--- src/rtl/pwmc_pkg.sv ---
package pwmc_pkg;

    typedef enum logic {
        MODE_SAW = 1'b0,
        MODE_TRI = 1'b1
    } carrier_mode_e;

    typedef struct packed {
        logic          pol;
        logic          en;
        carrier_mode_e mode;
    } chan_cfg_t;

    typedef struct packed {
        logic wrap;
        logic mid;
    } carrier_evt_t;

    function automatic logic drive_level(input logic pol, input logic act);
        return pol ? act : !act;
    endfunction

endpackage

--- src/rtl/pwmc_carrier.sv ---
module pwmc_carrier
    import pwmc_pkg::*;
#(
    parameter int PH_W   = 42,
    parameter int CMP_W  = 10,
    parameter int INIT_W = 10
) (
    input  logic              clk,
    input  logic              rst,
    input  logic [PH_W-1:0]   phase_inc,
    input  logic [INIT_W-1:0] init_phase,
    input  logic              sync,
    input  carrier_mode_e     mode,
    output logic [CMP_W-1:0]  carrier,
    output carrier_evt_t      evt
);
    localparam int PAD_W = PH_W - INIT_W;

    logic [PH_W-1:0]  phase_q;
    logic [PH_W:0]    sum;
    logic [CMP_W-1:0] half_bits;

    assign sum = {1'b0, phase_q} + {1'b0, phase_inc};

    always_ff @(posedge clk) begin
        if (rst)
            phase_q <= '0;
        else if (sync)
            phase_q <= {init_phase, {PAD_W{1'b0}}};
        else
            phase_q <= sum[PH_W-1:0];
    end

    always_comb begin
        evt.wrap = !sync && sum[PH_W];
        evt.mid  = !sync && (mode == MODE_TRI) && !phase_q[PH_W-1]
                   && sum[PH_W-1] && !sum[PH_W];
    end

    assign half_bits = phase_q[PH_W-2 -: CMP_W];

    generate
        if (PH_W > CMP_W) begin : g_shape
            always_comb begin
                if (mode == MODE_TRI)
                    carrier = phase_q[PH_W-1] ? ~half_bits : half_bits;
                else
                    carrier = phase_q[PH_W-1 -: CMP_W];
            end
        end else begin : g_narrow
            always_comb carrier = phase_q[PH_W-1 -: CMP_W];
        end
    endgenerate

endmodule

--- src/rtl/pwmc_deadband.sv ---
module pwmc_deadband #(
    parameter int DT_W = 10
) (
    input  logic            clk,
    input  logic            rst,
    input  logic            raw,
    input  logic [DT_W-1:0] dt,
    output logic            main_q,
    output logic            comp_q
);
    localparam logic [DT_W-1:0] ONE = DT_W'(1);

    logic            raw_q;
    logic [DT_W-1:0] cnt_q;
    logic [DT_W-1:0] cnt_d;
    logic            settled;

    always_comb begin
        if (raw != raw_q)
            cnt_d = dt;
        else if (cnt_q != '0)
            cnt_d = cnt_q - ONE;
        else
            cnt_d = cnt_q;
    end

    assign settled = (cnt_d == '0);

    always_ff @(posedge clk) begin
        if (rst) begin
            raw_q  <= 1'b0;
            cnt_q  <= '0;
            main_q <= 1'b0;
            comp_q <= 1'b0;
        end else begin
            raw_q  <= raw;
            cnt_q  <= cnt_d;
            main_q <= raw && settled;
            comp_q <= !raw && settled;
        end
    end

endmodule

--- src/rtl/pwmc_channel.sv ---
module pwmc_channel
    import pwmc_pkg::*;
#(
    parameter int PH_W   = 42,
    parameter int DUTY_W = 10,
    parameter int INIT_W = 10,
    parameter int DT_W   = 10
) (
    input  logic              clk,
    input  logic              rst,
    input  logic [PH_W-1:0]   phase_inc,
    input  logic [DUTY_W:0]   duty,
    input  logic [INIT_W-1:0] init_phase,
    input  logic              pol_in,
    input  logic              mode_in,
    input  logic [DT_W-1:0]   dt_in,
    input  logic              en_in,
    input  logic              comp_sel,
    input  logic              sync,
    input  logic              force_off,
    output logic              pwm_out
);
    localparam int CMP_W = DUTY_W;

    chan_cfg_t        cfg_q;
    logic [DT_W-1:0]  dt_q;
    logic [DUTY_W:0]  duty_q;
    logic [CMP_W-1:0] carrier;
    carrier_evt_t     evt;
    logic             reload;
    logic             raw_act;
    logic             main_q;
    logic             comp_q;
    logic             leg;
    logic             act;

    always_ff @(posedge clk) begin
        if (rst) begin
            cfg_q <= '{pol: 1'b1, en: 1'b0, mode: MODE_SAW};
            dt_q  <= '0;
        end else if (sync) begin
            cfg_q <= '{pol: pol_in, en: en_in, mode: carrier_mode_e'(mode_in)};
            dt_q  <= dt_in;
        end
    end

    pwmc_carrier #(
        .PH_W   (PH_W),
        .CMP_W  (CMP_W),
        .INIT_W (INIT_W)
    ) i_carrier (
        .clk        (clk),
        .rst        (rst),
        .phase_inc  (phase_inc),
        .init_phase (init_phase),
        .sync       (sync),
        .mode       (cfg_q.mode),
        .carrier    (carrier),
        .evt        (evt)
    );

    assign reload = sync || evt.wrap || evt.mid;

    always_ff @(posedge clk) begin
        if (rst)
            duty_q <= '0;
        else if (reload)
            duty_q <= duty;
    end

    assign raw_act = ({1'b0, carrier} < duty_q);

    pwmc_deadband #(
        .DT_W (DT_W)
    ) i_deadband (
        .clk    (clk),
        .rst    (rst),
        .raw    (raw_act),
        .dt     (dt_q),
        .main_q (main_q),
        .comp_q (comp_q)
    );

    assign leg     = comp_sel ? comp_q : main_q;
    assign act     = leg && cfg_q.en && !force_off;
    assign pwm_out = drive_level(cfg_q.pol, act);

endmodule

--- config.mk ---
export PLATFORM = sky130hd
export DESIGN_NAME = pwmc_channel
export DESIGN_NICKNAME = d
export VERILOG_FILES = /design/src/rtl/pwmc_pkg.sv /design/src/rtl/pwmc_carrier.sv /design/src/rtl/pwmc_deadband.sv /design/src/rtl/pwmc_channel.sv
export SDC_FILE = /design/constraint.sdc
export NUM_CORES = 1
export LEC_CHECK = 0
export BUFFER_PORTS_ARGS = -buffer_cell sky130_fd_sc_hd__buf_2
export CAP_MARGIN = 20
export CORE_ASPECT_RATIO = 0.8
export CORE_UTILIZATION = 45
export DETAILED_ROUTE_END_ITERATION = 10
export PLACE_DENSITY = 0.62
export SETUP_SLACK_MARGIN = 0.1
export SLEW_MARGIN = 5
export SYNTH_ARGS = -nofsm -noshare
export SYNTH_HDL_FRONTEND = slang
export SYNTH_HIERARCHICAL = 1
export SYNTH_SLANG_ARGS = --single-unit
--- constraint.sdc ---
create_clock -name clk -period 4.09 [get_ports clk]
set_clock_uncertainty 0.15 [all_clocks]
set_input_delay 0.2045 -clock clk [delete_from_list [all_inputs] [get_ports clk]]
set_output_delay 0.2045 -clock clk [all_outputs]
set_load 0.005 [all_outputs]
==> results of run 1 <==
==> layout make-up <==
class | count | area, µm²
multi-input cells | 584 | 3839
inverters | 27 | 101.3
clock buffers | 9 | 225.2
clock inverters | 7 | 120.1
repair buffers | 117 | 760.7
well taps | 171 | 214.0
flip-flops and latches | 79 | 1582
fillers | 1138 | 5365
==> metal layers <==
layer | share of wire | routed length [µm] | vias to the layer above | global-route usage
met5 | 0 | 0 | - | 0
met1 | 0.50 | 7182 | 2533 | 0.3149
met4 | 0.0072 | 104 | 0 | 0.04945
met2 | 0.44 | 6303 | 155 | 0.3640
li1 | - | - | 2801 | -
met3 | 0.058 | 835 | 10 | 0.05864
==> cell families after synthesis <==
family / after synthesis / share of synthesized area
AO/OA/AOI/OAI: 210 / 0.2428
XOR/XNOR: 46 / 0.07246
multiplexers: 15 / 0.02651
buffers and inverters: 57 / 0.04617
flip-flops: 79 / 0.2792
adder cells (fa/ha/maj): 53 / 0.1184
AND/OR/NAND/NOR: 260 / 0.2145
==> sequential cells by signal, indices dropped and copies added (netlist names) <==
register           count
i_carrier/phase_q     42
duty_q                11
dt_q                  10
i_deadband/cnt_q      10
cfg_q                  3
i_deadband/comp_q      1
i_deadband/main_q      1
i_deadband/raw_q       1
==> report_power, final <==
part           switching (W)  internal [W]  total (W)
sequential          0.000120      0.000874   0.000994
clock               0.000347      0.000599   0.000945
combinational       0.000708      0.000536    0.00124
total                0.00118       0.00201    0.00318
==> how the worst max path moves through the flow <==
stage                        endpoint  slack, ns                  start
floorplan                   duty_q[0]       1.04   i_carrier/phase_q[0]
global placement            duty_q[0]       0.58           phase_inc[0]
detailed placement          duty_q[4]       0.46           phase_inc[0]
CTS                         duty_q[2]       0.45   i_carrier/phase_q[0]
global route        i_deadband/main_q       0.21               cfg_q[0]
finish              i_deadband/main_q       0.55  i_carrier/phase_q[41]
==> Yosys cell counts, drive strengths merged, types with 11 or more instances <==
cell type  count  share of area
xnor2         29          0.046
a21o          19          0.025
a21oi         73          0.065
xor2          17          0.026
buf           15          0.017
inv           26          0.017
a31oi         15          0.018
nor2          98          0.065
nand3         11          0.011
nand2         78          0.052
mux2i         15          0.027
clkbuf        15          0.012
ha            52           0.11
nand4         11          0.012
o21ai         36          0.032
nor3          15          0.014
a211oi        15          0.023
dfxtp         79           0.28
==> what timing repair did <==
action / in CTS / in global routing
hold endpoints to repair: 34 / 0
buffers inserted: 0 / 0
hold buffers: 34 / 0
setup endpoints to repair: 0 / 4
resized for setup: 0 / 2
==> critical path: cells and delay by family, from the launching register on <==
family / cells / cell delay [ns]
AOI/OAI and AO/OA: 6 / 0.95
xor gates and xnor gates: 2 / 0.65
adders and majority gates: 1 / 0.32
DFF: 1 / 0.71
and+or+nand+nor: 3 / 0.67
==> cells in the final DEF (no fill, tap or decap), types with 14 or more instances in the layout <==
cell type                       synthesis  final
sky130_fd_sc_hd__nor2_1                98     98
sky130_fd_sc_hd__buf_2                 12     81
sky130_fd_sc_hd__dfxtp_1               79     79
sky130_fd_sc_hd__nand2_1               78     78
sky130_fd_sc_hd__a21oi_1               73     73
sky130_fd_sc_hd__ha_1                  52     52
sky130_fd_sc_hd__dlygate4sd3_1          0     34
sky130_fd_sc_hd__xnor2_1               28     28
sky130_fd_sc_hd__inv_1                 26     26
sky130_fd_sc_hd__a21o_1                19     19
sky130_fd_sc_hd__o21ai_0               19     19
sky130_fd_sc_hd__o21ai_1               17     17
sky130_fd_sc_hd__xor2_1                17     17
sky130_fd_sc_hd__mux2i_1               15     15
sky130_fd_sc_hd__a31oi_1               14     14
sky130_fd_sc_hd__nor3_1                14     14
==> metrics by stage <==
step / instances / cell area [µm²] / setup slack (ns) / total power [W] / hold WS, ns
after floorplan: 720 / 5664 / 1.036 / 0.001942 / 0.1236
after global placement: 944 / 6138 / 0.5784 / 0.002171 / 0.2647
after detailed placement: 944 / 6138 / 0.4576 / 0.002194 / 0.2705
after CTS: 994 / 6824 / 0.4482 / 0.003185 / 0.04735
after global routing: 994 / 6842 / 0.2093 / 0.003399 / 0.05937
final: 994 / 6842 / 0.5534 / 0.003183 / 0.06375
==> insert_results.sql, run 1 <==
INSERT INTO impl_metrics (metric_group, metric, value, unit) VALUES
('floorplan', 'ios', '82', ''),
('yosys', 'syn_nets', '854', ''),
('yosys', 'synth_top_flop_cell', 'sky130_fd_sc_hd__dfxtp_1', ''),
('global_route', 'grt_start_max_net_pins', '47', ''),
('global_route', 'gr-total-overflow', '0', ''),
('sta', 'final.setup.tns', '0', 'ns'),
('sta', 'finalMaxSlewViolations', '0', ''),
('flow_run', 'timing.max_cap.violations', '0', ''),
('global_route', 'gr_usage_total', '0.2298', ''),
('detailed_routing', 'drc', '0', ''),
('yosys', 'synth_seq_cells', '79', ''),
('detailed_routing', 'antenna_violating_nets_post_route', '0', ''),
('worst_hold_path', 'worst_hold_path_class', 'in -> reg', ''),
('worst_setup_path', 'crit_path_max_delay_cell_type', 'sky130_fd_sc_hd__dfxtp_1', ''),
('place', 'place.port_buffers', '81', ''),
('clock_tree', 'htreeDepth', '3', ''),
('final_layout', 'area_growth_syn_to_layout', '20.79', '%'),
('yosys', 'synth_area_per_cell', '7.867', 'µm²'),
('detailed_routing', 'drt-vias-per-instance', '5.532', ''),
('global_route', 'first_pass_grt_wire_length', '23850', 'µm'),
('worst_hold_path', 'hold-path-cell-count', '3', ''),
('worst_setup_path', 'timing.critical_path.arrival', '3.65', 'ns'),
('global_route', 'first_global_vias', '5055', ''),
('worst_setup_path', 'critical_path_start_end_classification', 'reg -> reg', ''),
('detailed_routing', 'num_vias', '5499', ''),
('power', 'leakage', '3.021', 'nW'),
('yosys', 'synth_cell_type_count', '73', ''),
('clock_tree', 'clock_insertion_delay_worst_skew', '0.35', 'ns'),
('sta', 'timing.final.setup_violations', '0', ''),
('worst_setup_path', 'cp_data_required_time', '4.20', 'ns'),
('yosys', 'seq_area_frac_synth', '0.2792', ''),
('sta', 'period_share', '0.8647', ''),
('worst_setup_path', 'crit_path_cell_trace', 'xnor2_1, a21oi_1, ha_1, a21oi_1, o21ai_0, a21oi_1, o22a_1, xor2_1, a2111oi_1, nor4b_1, nand4_1, nor3_1', ''),
('sta', 'max_freq', '282.8', 'MHz'),
('worst_setup_path', 'worstPathMaxFanout', '12', ''),
('power', 'ir_worst_vdd', '0.2645', 'mV'),
('place', 'dp_hpwl', '10700', 'µm'),
('detailed_routing', 'postRouteWirelength', '14430', 'µm'),
('clock_tree', 'path_clk_slew', '0.06', 'ns'),
('yosys', 'yosys_warnings', '6', ''),
('clock_tree', 'ctsRootBufferMaster', 'sky130_fd_sc_hd__clkbuf_16', ''),
('floorplan', 'dieHeight', '102.3', 'µm'),
('yosys', 'syn-instance-count', '720', ''),
('final_layout', 'drive_above_1_share', '0.1397', ''),
('floorplan', 'initial_utilization', '0.4640', ''),
('sta', 'max-slew-margin-rel', '0.4967', ''),
('global_route', 'initial_antenna_violation_count', '0', ''),
('floorplan', 'std_cell_rows', '36', ''),
('worst_setup_path', 'timing.rr.start', 'i_carrier/phase_q[41]', ''),
('worst_setup_path', 'crit_path_max_incr_delay', '0.71', 'ns'),
('worst_setup_path', 'reg2reg_to', 'i_deadband/main_q', ''),
('final_layout', 'num_antenna_cells', '0', ''),
('final_layout', 'finalNetCount', '952', ''),
('final_layout', 'finalCoreUtilization', '0.5605', ''),
('yosys', 'postSynth.asyncResetShare', '0', ''),
('worst_hold_path', 'holdCritStartpoint', 'phase_inc[0]', ''),
('worst_setup_path', 'critical_path.endpoint_type', 'register', ''),
('detailed_routing', 'detail_route.first_pass.iterations', '5', ''),
('clock_tree', 'cts_tree', 'done', ''),
('sta', 'timing.final.crit_period', '3.537', 'ns'),
('floorplan', 'design.core.area', '12210', 'µm²'),
('run_status', 'outcome', 'complete, no violations', ''),
('worst_setup_path', 'crit_path_start_kind', 'register', ''),
('place', 'gpl.final_weighted_congestion', '0.8856', ''),
('detailed_routing', 'detail_routed_net_length_per_standard_cell', '14.51', 'µm'),
('worst_setup_path', 'worst_path_most_repeated_cell', 'sky130_fd_sc_hd__a21oi_1', ''),
('sta', 'grt_setup_unrepaired', 'false', ''),
('power', 'power_density_relative_to_cell_area', '465.2', 'nW/µm²'),
('worst_setup_path', 'worstRegToRegCells', '12', ''),
('clock_tree', 'numCtsBuffers', '9', ''),
('worst_setup_path', 'reg2reg_slack', '0.55', 'ns'),
('yosys', 'number_of_enable_type_register_cells_in_the_synthesized_netlist', '0', ''),
('worst_hold_path', 'hold_path_end', 'i_carrier/phase_q[0]', ''),
('clock_tree', 'max_clock_buf_depth', '2', ''),
('yosys', 'netlist_area', '5664', 'µm²'),
('floorplan', 'die_area', '13040', 'µm²'),
('clock_tree', 'cts.sinks', '79', ''),
('sta', 'report.final.hold_viol_count', '0', ''),
('detailed_routing', 'first_iter_violations', '363', ''),
('floorplan', 'fp.dieW', '127.4', 'µm'),
('sta', 'worst-slew-pin-transition', '0.7488', 'ns');
No activity file was read; power rests on OpenSTA's default activity.
==> inputs of run 2 (changes only) <==
--- a/config.mk
+++ b/config.mk
@@ -7,7 +7,7 @@
 export LEC_CHECK = 0
 export BUFFER_PORTS_ARGS = -buffer_cell sky130_fd_sc_hd__buf_2
 export CAP_MARGIN = 20
-export CORE_ASPECT_RATIO = 0.8
+export CORE_ASPECT_RATIO = 1.5
 export CORE_UTILIZATION = 45
 export DETAILED_ROUTE_END_ITERATION = 10
 export PLACE_DENSITY = 0.62
==> insert_results.sql, run 2 (synthesized netlist as in run 1, its figures left out) <==
INSERT INTO impl_metrics (metric_group, metric, value, unit) VALUES
('floorplan', 'fp.dieW', '93.61', 'µm'),
('power', 'swShare', '0.3697', ''),
('detailed_routing', 'drc', '0', ''),
('power', 'seqPwrFrac', '0.313', ''),
('run_status', 'outcome', 'complete, no violations', ''),
('worst_setup_path', 'crit_path_start_kind', 'register', ''),
('floorplan', 'ios', '82', ''),
('final_layout', 'area_of_the_multi_input_gates', '3832', 'µm²'),
('power', 'logic_pwr_share', '0.390', ''),
('worst_hold_path', 'worst_hold_path_class', 'in -> reg', ''),
('sta', 'timing.final.setup_violations', '0', ''),
('final_layout', 'layout_commonest_cell', 'sky130_fd_sc_hd__nor2_1', ''),
('place', 'place.port_buffers', '81', ''),
('place', 'dp_hpwl', '10950', 'µm'),
('final_layout', 'top_regs', 'i_carrier/phase_q x42, duty_q x11', ''),
('final_layout', 'area_growth_syn_to_layout', '20.28', '%'),
('power', 'power_density_relative_to_cell_area', '468.4', 'nW/µm²'),
('flow_run', 'timing.max_cap.violations', '0', ''),
('worst_setup_path', 'worstPathMaxFanout', '11', ''),
('final_layout', 'layout.cells.most_common_list', '98 x sky130_fd_sc_hd__nor2_1, 81 x sky130_fd_sc_hd__buf_2, 79 x sky130_fd_sc_hd__dfxtp_1', ''),
('final_layout', 'largest_register_ff_count', '42', ''),
('detailed_routing', 'first_iter_violations', '183', ''),
('final_layout', 'largest-register', 'i_carrier/phase_q', ''),
('sta', 'max-slew-margin-rel', '0.5067', ''),
('detailed_routing', 'drt-vias-per-instance', '5.555', ''),
('worst_setup_path', 'timing.critical_path.arrival', '3.71', 'ns'),
('floorplan', 'die_area', '13050', 'µm²'),
('global_route', 'first_global_vias', '5340', ''),
('global_route', 'initial_antenna_violation_count', '0', ''),
('final_layout', 'finalNetCount', '952', ''),
('clock_tree', 'htreeDepth', '3', ''),
('sta', 'report.final.hold_viol_count', '0', ''),
('sta', 'worst-slew-pin-transition', '0.7339', 'ns'),
('sta', 'max_freq', '279.1', 'MHz'),
('floorplan', 'std_cell_rows', '49', ''),
('sta', 'final.setup.tns', '0', 'ns'),
('global_route', 'gr_usage_total', '0.2339', ''),
('clock_tree', 'clock_insertion_delay_worst_skew', '0.35', 'ns'),
('final_layout', 'layout.area.seq', '1582', 'µm²'),
('floorplan', 'initial_utilization', '0.4666', ''),
('sta', 'timing.final.crit_period', '3.582', 'ns'),
('sta', 'finalMaxSlewViolations', '0', ''),
('final_layout', 'final_instance_count_excl_fillers', '976', ''),
('place', 'gpl.final_weighted_congestion', '0.8728', ''),
('worst_setup_path', 'critical_path.endpoint_type', 'register', ''),
('clock_tree', 'ctsRootBufferMaster', 'sky130_fd_sc_hd__clkbuf_16', ''),
('final_layout', 'nFillCells', '1175', ''),
('clock_tree', 'max_clock_buf_depth', '2', ''),
('sta', 'grt_setup_unrepaired', 'false', ''),
('global_route', 'gr-total-overflow', '0', ''),
('clock_tree', 'path_clk_slew', '0.07', 'ns'),
('place', 'numPlacedInstances', '926', ''),
('power', 'power.clock.fraction', '0.297', ''),
('clock_tree', 'cts.sinks', '79', ''),
('power', 'leakage', '3.020', 'nW'),
('global_route', 'first_pass_grt_wire_length', '24560', 'µm'),
('clock_tree', 'numCtsBuffers', '9', ''),
('floorplan', 'design.core.area', '12140', 'µm²'),
('clock_tree', 'cts_tree', 'done', ''),
('floorplan', 'dieHeight', '139.4', 'µm'),
('place', 'cell_area_after_placement', '6116', 'µm²'),
('power', 'switch_pwr', '0.001180', 'W'),
('final_layout', 'drive_above_1_share', '0.1385', ''),
('power', 'total_internal_power', '0.002011', 'W'),
('detailed_routing', 'detail_routed_net_length_per_standard_cell', '14.95', 'µm'),
('final_layout', 'num_antenna_cells', '0', ''),
('final_layout', 'fin_area', '6813', 'µm²'),
('global_route', 'grt_start_max_net_pins', '47', ''),
('worst_setup_path', 'reg2reg_slack', '0.51', 'ns'),
('worst_setup_path', 'critical_path_start_end_classification', 'reg -> reg', ''),
('detailed_routing', 'num_vias', '5422', ''),
('detailed_routing', 'antenna_violating_nets_post_route', '0', ''),
('detailed_routing', 'postRouteWirelength', '14590', 'µm'),
('clock_tree', 'post_cts_buffers', '0', ''),
('sta', 'period_share', '0.8759', ''),
('detailed_routing', 'detail_route.first_pass.iterations', '4', ''),
('power', 'ir_worst_vdd', '0.2194', 'mV'),
('worst_setup_path', 'cp_data_required_time', '4.22', 'ns');
==> run 2: cell types whose count changed in the layout (fill, tap and decap cells not counted) <==
cell                         change
sky130_fd_sc_hd__inv_6           +1
sky130_fd_sc_hd__clkinvlp_4      -1
sky130_fd_sc_hd__clkbuf_1        +1
sky130_fd_sc_hd__clkinv_2        -1
sky130_fd_sc_hd__nor3_4          -1
sky130_fd_sc_hd__nor3_2          +1
==> run 2: area by class of cell <==
class | count | area share
clock inverter | 6 | 0.01708
multi-input combinational | 584 | 0.5625
inverter | 27 | 0.01488
clock buffer | 10 | 0.03361
timing repair buffer | 117 | 0.1117
tap | 153 | 0.02810
sequential | 79 | 0.2321
==> run 2: per-stage QoR <==
step / setup slack (ns) / hold WS [ns] / power (W) / utilization
3_3_place_gp: 0.5569 / 0.2646 / 0.002186 / 0.5038
3_5_place_dp: 0.4499 / 0.2700 / 0.002205 / 0.5038
5_1_grt: 0.2126 / 0.07775 / 0.003404 / 0.5612
6_report: 0.5077 / 0.05764 / 0.003191 / 0.5612
2_1_floorplan: 1.036 / 0.1236 / 0.001942 / -
4_1_cts: 0.4694 / 0.05427 / 0.003198 / 0.5603
==> run 2: power groups by stage <==
stage          logic, W  registers, W  clock network [W]
3_5_place_dp    0.00119       0.00101                  0
5_1_grt         0.00139       0.00101            0.00100
3_3_place_gp    0.00118       0.00101                  0
2_1_floorplan  0.000969      0.000973                  0
4_1_cts         0.00123      0.000995           0.000974
6_report        0.00124       0.00100           0.000947
==> run 2: critical path: stages, from the launching register on <==
cell and delay [ns]:
sky130_fd_sc_hd__dfxtp_1 0.30, sky130_fd_sc_hd__ha_1 0.21, sky130_fd_sc_hd__fa_1 0.43, sky130_fd_sc_hd__a211oi_1 0.31
sky130_fd_sc_hd__nor2_1 0.11, sky130_fd_sc_hd__o31a_1 0.30, sky130_fd_sc_hd__a21oi_1 0.29, sky130_fd_sc_hd__or3b_1 0.17
sky130_fd_sc_hd__a41oi_1 0.14, sky130_fd_sc_hd__nand2_1 0.14, sky130_fd_sc_hd__a211oi_1 0.11, sky130_fd_sc_hd__nor3_2 0.58
sky130_fd_sc_hd__nand2_1 0.13, sky130_fd_sc_hd__a21oi_1 0.14
==> run 2: worst paths after layout <==
kind                        start              endpoint  cells past startpoint
min                  phase_inc[0]  i_carrier/phase_q[0]                      3
max reg2reg  i_carrier/phase_q[0]            duty_q[10]                     13
min reg2reg             duty_q[6]             duty_q[6]                      2
max          i_carrier/phase_q[0]            duty_q[10]                     13
==> run 2: metal layers <==
layer,global-route usage,wire [µm],vias to the layer above
met5,0,0,-
met1,0.2771,6435,2506
met4,0.06802,227,0
met3,0.03934,482,19
met2,0.4241,7446,104
li1,-,-,2793
==> run 2: repair_timing <==
action | CTS | global route
hold buffers | 34 | 0
hold endpoints to repair | 34 | 0
resized for setup | 0 | 1
setup endpoints to repair | 0 | 2
==> inputs of run 3 (changes only) <==
--- a/config.mk
+++ b/config.mk
@@ -10,6 +10,7 @@
 export CORE_ASPECT_RATIO = 1.5
 export CORE_UTILIZATION = 45
 export DETAILED_ROUTE_END_ITERATION = 10
+export GPL_TIMING_DRIVEN = 0
 export PLACE_DENSITY = 0.62
 export SETUP_SLACK_MARGIN = 0.1
 export SLEW_MARGIN = 5
==> insert_results.sql, run 3 (synthesized netlist as in run 1, its figures left out) <==
INSERT INTO impl_metrics (metric_group, metric, value, unit) VALUES
('sta', 'timing.final.crit_period', '3.568', 'ns'),
('global_route', 'gr-total-overflow', '0', ''),
('clock_tree', 'max_clock_buf_depth', '2', ''),
('sta', 'fin_worst_hold_slack', '0.04019', 'ns'),
('place', 'place.port_buffers', '81', ''),
('place', 'gpl.final_weighted_congestion', '0.8767', ''),
('power', 'leakage', '3.092', 'nW'),
('worst_setup_path', 'worstRegToRegCells', '14', ''),
('final_layout', 'layout_commonest_cell', 'sky130_fd_sc_hd__nor2_1', ''),
('detailed_routing', 'detail_route.first_pass.iterations', '4', ''),
('global_route', 'first_global_vias', '5335', ''),
('final_layout', 'area_growth_syn_to_layout', '22.35', '%'),
('floorplan', 'ios', '82', ''),
('floorplan', 'std_cell_rows', '49', ''),
('final_layout', 'finalNetCount', '980', ''),
('sta', 'max-slew-margin-rel', '0.5100', ''),
('final_layout', 'final_instance_count_excl_fillers', '1004', ''),
('clock_tree', 'post_cts_buffers', '0', ''),
('place', 'pre_cts_slack', '0.5048', 'ns'),
('power', 'power_density_relative_to_cell_area', '455.9', 'nW/µm²'),
('worst_setup_path', 'reg2reg_to', 'duty_q[0]', ''),
('run_status', 'outcome', 'complete, no violations', ''),
('final_layout', 'nFillCells', '1171', ''),
('flow_run', 'timing.max_cap.violations', '0', ''),
('sta', 'worst-slew-pin-transition', '0.7289', 'ns'),
('worst_setup_path', 'critPathLaunch', 'i_carrier/phase_q[0]', ''),
('sta', 'grt_setup_unrepaired', 'false', ''),
('sta', 'max_freq', '280.3', 'MHz'),
('worst_setup_path', 'cp_data_required_time', '4.15', 'ns'),
('final_layout', 'largest-register', 'i_carrier/phase_q', ''),
('place', 'dp_hpwl', '11280', 'µm'),
('clock_tree', 'cts.sinks', '79', ''),
('worst_hold_path', 'worst_hold_path_class', 'in -> reg', ''),
('final_layout', 'area_of_the_multi_input_gates', '3821', 'µm²'),
('clock_tree', 'cts_tree', 'done', ''),
('global_route', 'initial_antenna_violation_count', '0', ''),
('floorplan', 'initial_utilization', '0.4666', ''),
('clock_tree', 'numCtsBuffers', '9', ''),
('clock_tree', 'clock_insertion_delay_worst_skew', '0.34', 'ns'),
('detailed_routing', 'postRouteWirelength', '14680', 'µm'),
('sta', 'final.setup.tns', '0', 'ns'),
('sta', 'period_share', '0.8723', ''),
('final_layout', 'layout.area.seq', '1582', 'µm²'),
('floorplan', 'fp.dieW', '93.61', 'µm'),
('detailed_routing', 'drc', '0', ''),
('final_layout', 'finalCoreUtilization', '0.5709', ''),
('final_layout', 'largest_register_ff_count', '42', ''),
('floorplan', 'design.core.area', '12140', 'µm²'),
('final_layout', 'drive_above_1_share', '0.1528', ''),
('worst_setup_path', 'critical_path_start_end_classification', 'reg -> reg', ''),
('global_route', 'grt_start_max_net_pins', '16', ''),
('power', 'ir_worst_vdd', '0.3299', 'mV'),
('detailed_routing', 'drt-vias-per-instance', '5.566', ''),
('worst_setup_path', 'setup.worst_path.end', 'duty_q[0]', ''),
('sta', 'report.final.hold_viol_count', '0', ''),
('worst_setup_path', 'crit_path_start_kind', 'register', ''),
('clock_tree', 'path_clk_slew', '0.07', 'ns'),
('final_layout', 'top_regs', 'i_carrier/phase_q x42, duty_q x11', ''),
('final_layout', 'layout.cells.most_common_list', '98 x sky130_fd_sc_hd__nor2_1, 93 x sky130_fd_sc_hd__buf_2, 79 x sky130_fd_sc_hd__dfxtp_1', ''),
('clock_tree', 'htreeDepth', '3', ''),
('worst_setup_path', 'reg2reg_slack', '0.52', 'ns'),
('place', 'numPlacedInstances', '954', ''),
('worst_setup_path', 'worstPathMaxFanout', '10', ''),
('sta', 'finalWorstSetupSlack', '0.5223', 'ns'),
('detailed_routing', 'num_vias', '5588', ''),
('global_route', 'gr_usage_total', '0.2309', ''),
('clock_tree', 'ctsRootBufferMaster', 'sky130_fd_sc_hd__clkbuf_16', ''),
('worst_setup_path', 'critical_path.endpoint_type', 'register', ''),
('worst_setup_path', 'timing.critical_path.arrival', '3.63', 'ns'),
('global_route', 'first_pass_grt_wire_length', '24030', 'µm'),
('worst_setup_path', 'timing.rr.start', 'i_carrier/phase_q[0]', ''),
('final_layout', 'num_antenna_cells', '0', ''),
('sta', 'timing.final.setup_violations', '0', ''),
('floorplan', 'die_area', '13050', 'µm²'),
('detailed_routing', 'first_iter_violations', '166', ''),
('detailed_routing', 'detail_routed_net_length_per_standard_cell', '14.62', 'µm'),
('floorplan', 'dieHeight', '139.4', 'µm'),
('detailed_routing', 'antenna_violating_nets_post_route', '0', ''),
('sta', 'finalMaxSlewViolations', '0', '');
run 3: changes by cell type in the layout (fill, tap and decap cells not counted), sizes merged:
cell and delta:
bufinv -1, buf +13, clkbuf +14, inv +2, clkinv -1, clkinvlp +1
run 3: how the worst min path moves through the flow:
stage | from | end | slack, ns | cells after the start
after floorplan | rst | duty_q[10] | 0.12 | 1
after detailed placement | pol_in | cfg_q[2] | 0.27 | 2
final | phase_inc[0] | i_carrier/phase_q[0] | 0.04 | 3
after global placement | pol_in | cfg_q[2] | 0.26 | 2
after global routing | rst | duty_q[3] | 0.06 | 2
after CTS | phase_inc[0] | i_carrier/phase_q[0] | 0.02 | 3
run 3: layout make-up:
class	count	share of cell area
flip-flops and latches	79	0.2282
plain buffers	30	0.02329
clock buffers	9	0.03250
clock inverters	7	0.01480
repair buffers	115	0.1076
multi-input cells	584	0.5514
inverters	27	0.01462
well taps	153	0.02762
run 3: timing repair:
| item | CTS | global route |
|---|---|---|
| gates resized for setup | 0 | 2 |
| hold buffers | 34 | 0 |
| setup endpoints to repair | 0 | 1 |
| endpoints found under the hold margin | 34 | 0 |
run 3: critical path, cell delays in order (launching register included):
cell and delay (ns):
sky130_fd_sc_hd__dfxtp_1 0.30, sky130_fd_sc_hd__ha_1 0.20, sky130_fd_sc_hd__fa_1 0.42, sky130_fd_sc_hd__a211oi_1 0.30
sky130_fd_sc_hd__nor2_1 0.11, sky130_fd_sc_hd__o31a_1 0.31, sky130_fd_sc_hd__a21oi_1 0.34, sky130_fd_sc_hd__or3b_1 0.19
sky130_fd_sc_hd__a41oi_1 0.16, sky130_fd_sc_hd__nand2_1 0.15, sky130_fd_sc_hd__a211oi_1 0.11, sky130_fd_sc_hd__or3_4 0.41
sky130_fd_sc_hd__buf_6 0.15, sky130_fd_sc_hd__nand2_1 0.07, sky130_fd_sc_hd__a21oi_1 0.07
run 3: power breakdown:
group / total (W) / internal (W) / switching, W
Combinational: 0.00127 / 0.000550 / 0.000721
Sequential: 0.000988 / 0.000874 / 0.000115
Clock: 0.000901 / 0.000544 / 0.000357
run 3: metrics by stage:
| step | total power, W | cell area [µm²] |
|---|---|---|
| 5_1_grt | 0.003383 | 6930 |
| 2_1_floorplan | 0.001942 | 5664 |
| 6_report | 0.003160 | 6930 |
| 3_3_place_gp | 0.002218 | 6261 |
| 3_5_place_dp | 0.002235 | 6261 |
| 4_1_cts | 0.003184 | 6929 |
run 3: layer usage:
layer	share of wire	track usage	vias to the layer above
li1	-	-	2858
met1	0.43	0.2789	2597
met2	0.51	0.4133	116
met3	0.040	0.03115	17
met4	0.018	0.07773	0
met5	0	0	-
